File: src/rtl/lmt_pkg.sv
package lmt_pkg;
  // Word offsets whose decode the register port depends on
  localparam int unsigned OFF_LIMIT      = 0;
  localparam int unsigned OFF_COUNT      = 1;
  localparam int unsigned OFF_LIMIT_KEEP = 2;

  // Control strobes from the register port to the datapath
  typedef struct packed {
    logic load_rst;   // limit write that restarts the count
    logic load_keep;  // limit write that keeps the count
    logic ack;        // limit read: interrupt acknowledge
  } lmt_ctl_t;
endpackage

File: src/rtl/lmt_rst_sync.sv
module lmt_rst_sync #(
  parameter int unsigned STAGES = 2
) (
  input  logic clk,
  input  logic rst_n,
  output logic rst_ns
);
  logic [STAGES-1:0] sync_q;
  logic [STAGES-1:0] sync_d;

  always_comb begin
    sync_d = {sync_q[STAGES-2:0], 1'b1};
  end

  always_ff @(posedge clk or negedge rst_n) begin
    if (!rst_n) sync_q <= '0;
    else        sync_q <= sync_d;
  end

  assign rst_ns = sync_q[STAGES-1];
endmodule

File: src/rtl/lmt_regif.sv
module lmt_regif
  import lmt_pkg::*;
#(
  parameter int unsigned DATA_W   = 32,
  parameter int unsigned UNIT_LSB = 9,
  parameter int unsigned ADDR_W   = 3,
  localparam int unsigned CNT_W   = DATA_W - 1 - UNIT_LSB
) (
  input  logic              clk,
  input  logic              rst_ns,
  input  logic              wr_en,
  input  logic              rd_en,
  input  logic [ADDR_W-1:0] addr,
  input  logic [DATA_W-1:0] wdata,
  input  logic [CNT_W-1:0]  lim,
  input  logic [CNT_W-1:0]  cnt,
  input  logic              reached,
  output lmt_ctl_t          ctl,
  output logic [CNT_W-1:0]  lim_in,
  output logic [DATA_W-1:0] rdata
);
  localparam logic [ADDR_W-1:0] A_LIMIT = ADDR_W'(OFF_LIMIT);
  localparam logic [ADDR_W-1:0] A_COUNT = ADDR_W'(OFF_COUNT);
  localparam logic [ADDR_W-1:0] A_KEEP  = ADDR_W'(OFF_LIMIT_KEEP);

  logic [DATA_W-1:0] rd_mux;
  logic [DATA_W-1:0] rdata_d;
  logic [DATA_W-1:0] rdata_q;

  // Write and read decode
  always_comb begin
    ctl.load_rst  = wr_en && (addr == A_LIMIT);
    ctl.load_keep = wr_en && (addr == A_KEEP);
    ctl.ack       = rd_en && (addr == A_LIMIT);
    lim_in        = wdata[DATA_W-2:UNIT_LSB];
  end

  // Read mux: unit field placed at UNIT_LSB, low bits zero
  always_comb begin
    case (addr)
      A_LIMIT: rd_mux = {1'b0, lim, {UNIT_LSB{1'b0}}};
      A_COUNT: rd_mux = {reached, cnt, {UNIT_LSB{1'b0}}};
      default: rd_mux = '0;
    endcase
    rdata_d = rd_en ? rd_mux : rdata_q;
  end

  always_ff @(posedge clk or negedge rst_ns) begin
    if (!rst_ns) rdata_q <= '0;
    else         rdata_q <= rdata_d;
  end

  assign rdata = rdata_q;

  // offsets with no readable register return zero
  p_undef_read_zero_r8: assert property (@(posedge clk) disable iff (!rst_ns)
    (rd_en && addr != A_LIMIT && addr != A_COUNT) |=> (rdata == '0));

  // limit readback never carries bit 31
  p_limit_read_masked_r4: assert property (@(posedge clk) disable iff (!rst_ns)
    (rd_en && addr == A_LIMIT) |=> (rdata[DATA_W-1] == 1'b0 && rdata[UNIT_LSB-1:0] == '0));
endmodule

File: src/rtl/lmt_count.sv
module lmt_count
  import lmt_pkg::*;
#(
  parameter int unsigned CNT_W = 22
) (
  input  logic             clk,
  input  logic             rst_ns,
  input  logic             tick,
  input  lmt_ctl_t         ctl,
  input  logic [CNT_W-1:0] lim_in,
  output logic [CNT_W-1:0] cnt,
  output logic [CNT_W-1:0] lim,
  output logic             match
);
  localparam logic [CNT_W-1:0] CNT_ONES = '1;

  logic [CNT_W-1:0] cnt_q, cnt_d;
  logic [CNT_W-1:0] lim_q, lim_d;
  logic [CNT_W-1:0] cnt_inc;
  logic [CNT_W-1:0] lim_eff;
  logic             lim_zero;
  logic             wrap;

  // Next-state logic
  always_comb begin
    lim_zero = (lim_q == '0);
    lim_eff  = lim_zero ? CNT_ONES : lim_q;
    cnt_inc  = cnt_q + CNT_W'(1);
    wrap     = (cnt_inc == lim_eff);
    match    = tick && !ctl.load_rst && wrap && !lim_zero;

    lim_d = lim_q;
    if (ctl.load_rst || ctl.load_keep) lim_d = lim_in;

    cnt_d = cnt_q;
    if (ctl.load_rst)  cnt_d = '0;
    else if (tick)     cnt_d = wrap ? '0 : cnt_inc;
  end

  // State registers
  always_ff @(posedge clk or negedge rst_ns) begin
    if (!rst_ns) begin
      cnt_q <= '0;
      lim_q <= '0;
    end else begin
      cnt_q <= cnt_d;
      lim_q <= lim_d;
    end
  end

  assign cnt = cnt_q;
  assign lim = lim_q;

  // restarting limit write zeroes the count
  p_restart_zero_r5: assert property (@(posedge clk) disable iff (!rst_ns)
    ctl.load_rst |=> (cnt == '0));

  // keeping limit write leaves the count alone
  p_keep_count_r6: assert property (@(posedge clk) disable iff (!rst_ns)
    (ctl.load_keep && !ctl.load_rst && !tick) |=> (cnt == $past(cnt) && lim == $past(lim_in)));

  // no tick, no restart, no change
  p_idle_hold_r2: assert property (@(posedge clk) disable iff (!rst_ns)
    (!tick && !ctl.load_rst) |=> $stable(cnt));

  // a tick below the limit adds one unit
  p_step_one_r2: assert property (@(posedge clk) disable iff (!rst_ns)
    (tick && !ctl.load_rst && !wrap) |=> (cnt == $past(cnt) + CNT_W'(1)));

  // a match reloads zero on the same tick
  p_match_reload_r3: assert property (@(posedge clk) disable iff (!rst_ns)
    match |=> (cnt == '0));

  // zero limit never matches, and wraps below all ones
  p_freerun_nomatch_r7: assert property (@(posedge clk) disable iff (!rst_ns)
    (lim == '0) |-> !match);
  p_freerun_wrap_r7: assert property (@(posedge clk) disable iff (!rst_ns)
    (tick && !ctl.load_rst && lim == '0 && cnt == CNT_ONES - CNT_W'(1)) |=> (cnt == '0));
endmodule

File: src/rtl/lmt_flags.sv
module lmt_flags
  import lmt_pkg::*;
(
  input  logic     clk,
  input  logic     rst_ns,
  input  logic     match,
  input  lmt_ctl_t ctl,
  output logic     reached,
  output logic     irq
);
  logic reached_q, reached_d;
  logic irq_q, irq_d;

  // Set wins over acknowledge so a match is never lost
  always_comb begin
    reached_d = reached_q;
    irq_d     = irq_q;
    if (match) begin
      reached_d = 1'b1;
      irq_d     = 1'b1;
    end else begin
      if (ctl.ack)                irq_d     = 1'b0;
      if (ctl.ack)                reached_d = 1'b0;
      if (ctl.load_rst)           irq_d     = 1'b0;
    end
  end

  always_ff @(posedge clk or negedge rst_ns) begin
    if (!rst_ns) begin
      reached_q <= 1'b0;
      irq_q     <= 1'b0;
    end else begin
      reached_q <= reached_d;
      irq_q     <= irq_d;
    end
  end

  assign reached = reached_q;
  assign irq     = irq_q;

  // interrupt only stands with the flag set
  p_irq_needs_flag_r3: assert property (@(posedge clk) disable iff (!rst_ns)
    irq |-> reached);

  // a match raises both outputs
  p_match_sets_r9: assert property (@(posedge clk) disable iff (!rst_ns)
    match |=> (irq && reached));

  // acknowledge clears both when no match competes
  p_ack_clears_r4: assert property (@(posedge clk) disable iff (!rst_ns)
    (ctl.ack && !match) |=> (!irq && !reached));

  // restarting limit write drops the interrupt, keeps the flag
  p_load_drops_irq_r5: assert property (@(posedge clk) disable iff (!rst_ns)
    (ctl.load_rst && !ctl.ack && !match) |=> (!irq && reached == $past(reached)));
endmodule

File: src/rtl/lmt_timer.sv
module lmt_timer
  import lmt_pkg::*;
#(
  parameter int unsigned DATA_W   = 32,
  parameter int unsigned UNIT_LSB = 9,
  parameter int unsigned ADDR_W   = 3,
  localparam int unsigned CNT_W   = DATA_W - 1 - UNIT_LSB
) (
  input  logic              clk,
  input  logic              rst_n,
  input  logic              tick,
  input  logic              wr_en,
  input  logic              rd_en,
  input  logic [ADDR_W-1:0] addr,
  input  logic [DATA_W-1:0] wdata,
  output logic [DATA_W-1:0] rdata,
  output logic              irq
);
  logic             rst_ns;
  lmt_ctl_t         ctl;
  logic [CNT_W-1:0] lim_in;
  logic [CNT_W-1:0] cnt;
  logic [CNT_W-1:0] lim;
  logic             match;
  logic             reached;

  lmt_rst_sync #(.STAGES(2)) u_rst (
    .clk    (clk),
    .rst_n  (rst_n),
    .rst_ns (rst_ns)
  );

  lmt_regif #(.DATA_W(DATA_W), .UNIT_LSB(UNIT_LSB), .ADDR_W(ADDR_W)) u_regif (
    .clk     (clk),
    .rst_ns  (rst_ns),
    .wr_en   (wr_en),
    .rd_en   (rd_en),
    .addr    (addr),
    .wdata   (wdata),
    .lim     (lim),
    .cnt     (cnt),
    .reached (reached),
    .ctl     (ctl),
    .lim_in  (lim_in),
    .rdata   (rdata)
  );

  lmt_count #(.CNT_W(CNT_W)) u_count (
    .clk    (clk),
    .rst_ns (rst_ns),
    .tick   (tick),
    .ctl    (ctl),
    .lim_in (lim_in),
    .cnt    (cnt),
    .lim    (lim),
    .match  (match)
  );

  lmt_flags u_flags (
    .clk     (clk),
    .rst_ns  (rst_ns),
    .match   (match),
    .ctl     (ctl),
    .reached (reached),
    .irq     (irq)
  );

  // reset leaves no interrupt pending
  p_reset_quiet_r1: assert property (@(posedge clk)
    !rst_ns |-> (!irq && rdata == '0));
endmodule

File: config.mk
export PLATFORM = sky130hd
export DESIGN_NAME = lmt_timer
export DESIGN_NICKNAME = d
export VERILOG_FILES = /design/src/rtl/lmt_pkg.sv /design/src/rtl/lmt_rst_sync.sv /design/src/rtl/lmt_regif.sv /design/src/rtl/lmt_count.sv /design/src/rtl/lmt_flags.sv /design/src/rtl/lmt_timer.sv
export SDC_FILE = /design/constraint.sdc
export NUM_CORES = 1
export LEC_CHECK = 0
export BUFFER_PORTS_ARGS = -buffer_cell sky130_fd_sc_hd__buf_2
export CAP_MARGIN = 20
export CELL_PAD_IN_SITES_DETAIL_PLACEMENT = 0
export CELL_PAD_IN_SITES_GLOBAL_PLACEMENT = 2
export CORE_UTILIZATION = 37
export DETAILED_ROUTE_END_ITERATION = 8
export PLACE_DENSITY = 0.85
export SLEW_MARGIN = 20
export SYNTH_ARGS = -nofsm -noshare
export SYNTH_HDL_FRONTEND = slang
export SYNTH_SLANG_ARGS = --single-unit
File: constraint.sdc
create_clock -name clk -period 5.35 [get_ports clk]
set_clock_uncertainty 0.1 [all_clocks]
set_input_delay 1.3375 -clock clk [delete_from_list [all_inputs] [get_ports clk]]
set_output_delay 1.3375 -clock clk [all_outputs]
set_load 0.1 [all_outputs]
==> results of run 1 <==
-- cell usage after synthesis, drive strengths merged (8+ instances only) --
cell    number  area (sq um)
a21oi        8          40.0
a221o        9          90.1
a22oi       22           165
buf         19           130
clkbuf      17          66.3
dfrtp       71          1780
inv         33           124
mux2        19           214
nand2       33           124
nand3        8          40.0
nor2        14          55.1
nor3        16          85.1
nor4        12          90.1
o21ai       42           210
xnor2       14           123
-- routing by layer --
metal | GRT usage | up-vias | wire length (um)
li1 | - | 1619 | -
met1 | 0.286 | 1678 | 5180
met2 | 0.326 | 137 | 5110
met4 | 0.0793 | 0 | 236
met5 | 0 | - | 0
met3 | 0.0413 | 17 | 657
-- critical path, stage by stage, from the launching register on --
cell      delay, ps
dfrtp_1         460
or4_1           570
nor3_2          370
and2_0          790
or4_1           220
a211oi_1         70
o32ai_1         610
nor4_4          110
buf_4           230
or2_2           380
o21ai_0         180
-- metrics by stage --
stage               instances   util
floorplan                 436      -
global placement          594  0.420
detailed placement        594  0.420
CTS                       609  0.436
global route              609  0.436
finish                    609  0.436
-- sequential cells by signal, indices dropped and copies added, names as in the netlist --
name,flops
u_rst.sync_q,2
u_flags.reached,1
u_regif.rdata,23
u_flags.irq,1
u_count.lim,22
u_count.cnt,22
-- area by class of cell --
class / instances / area (sq um) / area share
multi-input combinational: 296 / 2040 / 0.445
sequential: 71 / 1780 / 0.388
timing repair buffer: 58 / 303 / 0.0660
tap: 136 / 170 / 0.0371
clock buffer: 14 / 163 / 0.0355
inverter: 33 / 124 / 0.0270
clock inverter: 1 / 5.00 / 0.00109
-- placed cells by master, fill, tap and decap left out, drive strengths merged, types with 2 or more instances in the layout --
cell and count:
o21ai 42, or3 5, xor2 6, and2 3, nand4 6, nor4 12
nor3 16, a21oi 8, nand2 33, o31a 2, or4 6, a211oi 6
a22oi 22, nor2 14, dfrtp 71, nand2b 5, and3 2, a22o 3
inv 33, xnor3 2, clkbuf 14, nor4b 2, nand3 8, a21o 3
buf 58, nor2b 2, mux2 19, mux2i 2, a211o 2, a2111oi 2
nor3b 3, o21a 3, nand3b 2, a221o 9, xnor2 14, o211a 3
o211ai 4, conb 10, or2 4
-- power groups by stage --
stage	logic (mW)	registers (mW)	clock network, mW
floorplan	0.236	0.741	0
global placement	0.355	0.705	0
detailed placement	0.361	0.707	0
CTS	0.362	0.697	0.397
global route	0.391	0.708	0.418
finish	0.361	0.698	0.387
-- worst paths after layout --
kind                            startpoint                 to  slack [ps]  depth (start not counted)
hold reg to reg            u_rst.sync_q[0]    u_rst.sync_q[1]         260                          0
setup / recovery            u_count.lim[7]    u_count.cnt[11]        1160                         10
hold / removal             u_rst.sync_q[0]    u_rst.sync_q[1]         260                          0
max in group asynchronous  u_rst.sync_q[1]    u_count.lim[21]        4200                          1
setup reg to reg            u_count.lim[7]    u_count.cnt[11]        1160                         10
min in group asynchronous  u_rst.sync_q[1]  u_regif.rdata[20]         370                          1
-- cells by family after synthesis --
family	count (synthesis)	synth area share
AOI/OAI and AO/OA	115	0.192
other	2	0.00184
adders and majority gates	1	0.00307
muxes	21	0.0573
xor gates and xnor gates	23	0.0598
buffers and inverters	69	0.0785
and+or+nand+nor	126	0.172
DFF	71	0.435
==> run summary, run 1 <==
Slew headroom = 0.281
Fraction of registers with async set/reset = 1.00
Overall Global Routing Usage = 0.209
Synthesis-to-layout area growth = 12.4%
Post-DP HPWL = 7.85 mm
Final worst path period share = 0.782
Part of the power in combinational logic = 0.249
Max Root-Sink Buffers = 2
Seq cells post-synth = 71
Setup WS pre-CTS = 1230 ps
Worst skew pair latency = 360 ps
Hold WC Path Type = flop to flop
CTS H-Tree Depth = 3
RePlAce Congestion = 0.832
Worst Setup Start Kind = flop
Final min period = 4190 ps
Sequential-to-total area share from yosys stat = 0.435
Dominant synthesized flop cell = dfrtp_1
I/O Pins = 73
Fin area = 0.00458 sq mm
Final WS setup = 1160 ps
Clk slew on worst S/H paths = 70 ps
Fill cell count = 1059
GR Overflow Total = 0
CTS sink cnt = 71
CTS tree = yes
DRT iter0 DRCs = 268
Die X = 107 um
Final Max Tran Viols = 0
Routed WL = 11.2 mm
Via density per instance = 5.67
Port Buf Inserts = 53
Residual DRC = 0
Count of final setup violators = 0
Num rows = 37
CTS Buf Count = 9
# Max-Cap Violations = 0
Mapped Area = 0.00408 sq mm
Hold Buf Count CTS = 0
Max Fclk = 239 MHz
CP arrival = 4350 ps
Synth cell types = 60
Psw = 0.531 mW
CP Class = flop to flop
Ratio of cells with drive above 1 in the final layout = 0.220
Vias post-DR = 3451
Status = complete, no violations
N_diodes = 0
Core Region = 0.0105 sq mm
RSZ-0062 raised after global routing = false
CP Capture Type = flop
Power Internal = 0.915 mW
Final Total Pwr = 1.45 mW
Clk Tree Root Cell = clkbuf_8
Wire length of the first global-routing pass = 18.0 mm
Die H = 107 um
Flop pwr share = 0.483
Worst slew pin tran = 1070 ps
Hold_ws = 260 ps
Maximum vdd drop = 0.000189 V
DR WL/cell = 18.4 um
Leakage = 2.00 nW
DRT Pass-1 Iters = 5
Syn. warnings = 0
Critical Path RT = 5520 ps
Post-DRT Antenna Nets = 0
Initial antenna violation count = 0
Die ar. = 0.0115 sq mm
Power per Cell Area = 315 mW/mm^2
Placed cell area = 0.00442 sq mm
Syn Area/Cell = 9.53 sq um
Vias in the first global route = 3338
Nets = 510
Clock power share = 0.268
Fin Setup TNS = 0 ps
Post-synth EDFFs = 0
Starting density of the core = 0.388
Final Hold Viols = 0
Switch share = 0.367
Post-synthesis instance total = 428
Pin count of the biggest net entering global routing = 70
Postcts setup bufs = 0
CTS resizes = 0
CP Max Fanout = 15
Note: power is estimated with default switching activity, not from simulation.
==> run 2, diff against run 1 <==
- CORE_UTILIZATION: 37 -> 31
- PLACE_DENSITY: 0.85 -> 0.76
- clock period: 5.35 -> 3.61 ns (I/O delays scaled with it)
==> run 2 against run 1 <==
Against the previous run: the run now ends with setup timing left; critical path type unchanged; hold slack worse by 15 ps; sequential power is 39% higher; die area is 19% higher.
==> run summary, run 2 (same netlist as run 1, synthesis figures left out) <==
Status = finished with violations
Failing checks = setup timing
Clk slew on worst S/H paths = 60 ps
N_diodes = 0
Most frequent cells in the layout = buf_4, dfrtp_1, buf_2
DR WL/cell = 17.5 um
Starting density of the core = 0.321
Die H = 117 um
Initial antenna violation count = 0
Vias in the first global route = 3515
Worst slew pin tran = 909 ps
Final worst path period share = 1.00
Count of final setup violators = 3
CTS tree = yes
Via density per instance = 5.09
CTS sink cnt = 71
Final min period = 3620 ps
Fin area = 0.00542 sq mm
Worst r2r src = u_count.cnt[1]
CP Capture Type = flop
Slew headroom = 0.394
Die X = 117 um
WP buf/inv = 2
Met3 WL post-DR = 703 um
Slowest CP cell = or4_4
Pin count of the biggest net entering global routing = 70
Met1 wire length = 5.60 mm
Port Buf Inserts = 53
Synthesis-to-layout area growth = 32.8%
Die ar. = 0.0136 sq mm
Met2 routed WL = 5.97 mm
Flop pwr share = 0.361
Post-DRT Antenna Nets = 0
Ratio of cells with drive above 1 in the final layout = 0.346
Critical Path Most Common Cell = or4_4
Nets = 577
Number of flip-flops in the largest register = 23
Clock power share = 0.364
Layout Cells excl Fill = 713
CP Class = flop to flop
Reg2Reg Setup Slack = -10 ps
CP Max Fanout = 5
Post-DP HPWL = 9.16 mm
Top sig layer = met4
Slowest stage delay, CP = 540 ps
Core Region = 0.0127 sq mm
CP arrival = 3730 ps
Fin Setup TNS = -28.1 ps
Leakage = 2.44 nW
Fin util = 0.426
Maximum vdd drop = 0.000240 V
Power per Cell Area = 496 mW/mm^2
Max Fclk = 276 MHz
Worst Setup Start Kind = flop
Final Hold Viols = 0
RR Endpoint = u_count.cnt[8]
DRT iter0 DRCs = 196
Final WS setup = -10.1 ps
Clk Tree Root Cell = clkbuf_16
CTS H-Tree Depth = 3
I/O Pins = 73
Max Root-Sink Buffers = 2
Placed cell area = 0.00498 sq mm
Routed WL = 12.5 mm
Reg2Reg Depth = 12
Residual DRC = 0
Power Internal = 1.82 mW
Final Max Tran Viols = 0
Hold Buf Count CTS = 0
GR Overflow Total = 0
Part of the power in combinational logic = 0.275
Overall Global Routing Usage = 0.193
Setup WS pre-CTS = 18.5 ps
Psw = 0.872 mW
DRT Pass-1 Iters = 4
Crit-path cells = ha_4 -> nand3_4 -> or4_4 -> or3_4 -> and2_4 -> o31a_1 -> or4_4 -> nor4_4 -> buf_4 -> nor2_4 -> clkbuf_16 -> a221o_1
Final Total Pwr = 2.69 mW
Hold_ws = 245 ps
RSZ-0062 raised after global routing = true
Hold WC Path Type = input pin to async pin
Vias post-DR = 3630
Num rows = 41
Switch share = 0.324
Critical Path RT = 3720 ps
Placed Cells incl. Taps = 691
Top cell family by delay on the critical path = simple AND/OR/NAND/NOR gates
RePlAce Congestion = 0.866
Wire length of the first global-routing pass = 19.2 mm
# Max-Cap Violations = 0
CTS Buf Count = 9
Worst skew pair latency = 330 ps
-- run 2: worst reg2reg max path, stage by stage (launching register included) --
cell and delay, ps:
dfrtp_2 410, ha_4 160, nand3_4 80, or4_4 540
or3_4 350, and2_4 170, o31a_1 230, or4_4 520
nor4_4 250, buf_4 170, nor2_4 60, clkbuf_16 160
a221o_1 300
-- run 2: what timing repair did --
action                     CTS  global route
setup endpoints to repair    0            21
hold endpoints to repair     0             0
resized for setup            0            13
setup buffers                0             5
-- run 2: final cells by class --
class                      count  area (sq um)
clock buffer                  13           260
clock inverter                 3          65.1
fill                        1309          7300
inverter                      33           124
multi-input combinational    296          2130
sequential                    71          1780
tap                          172           215
timing repair buffer         125           847
-- run 2: layer usage --
metal / global-route usage / vias to the layer above
met2: 0.306 / 106
met5: 0 / -
li1: - / 1754
met4: 0.0650 / 0
met1: 0.264 / 1749
met3: 0.0358 / 21
-- run 2: how the worst max path moves through the flow --
stage	startpoint	depth (start not counted)	to	slack, ps
after CTS	u_count.cnt[1]	11	u_count.cnt[7]	8
final	u_count.cnt[1]	12	u_count.cnt[8]	-10
after global routing	u_count.cnt[1]	12	u_count.cnt[6]	-70
after floorplan	u_count.cnt[8]	12	u_count.cnt[13]	-40
after detailed placement	u_count.cnt[10]	10	u_count.cnt[16]	20
after global placement	u_count.cnt[10]	10	u_count.cnt[16]	40
-- run 2: power groups by stage --
stage | clock network (mW) | logic (mW) | registers, mW
floorplan | 0 | 0.367 | 1.10
global placement | 0 | 0.704 | 0.981
detailed placement | 0 | 0.713 | 0.985
CTS | 0.991 | 0.714 | 0.972
global route | 1.03 | 0.796 | 0.982
finish | 0.978 | 0.740 | 0.971
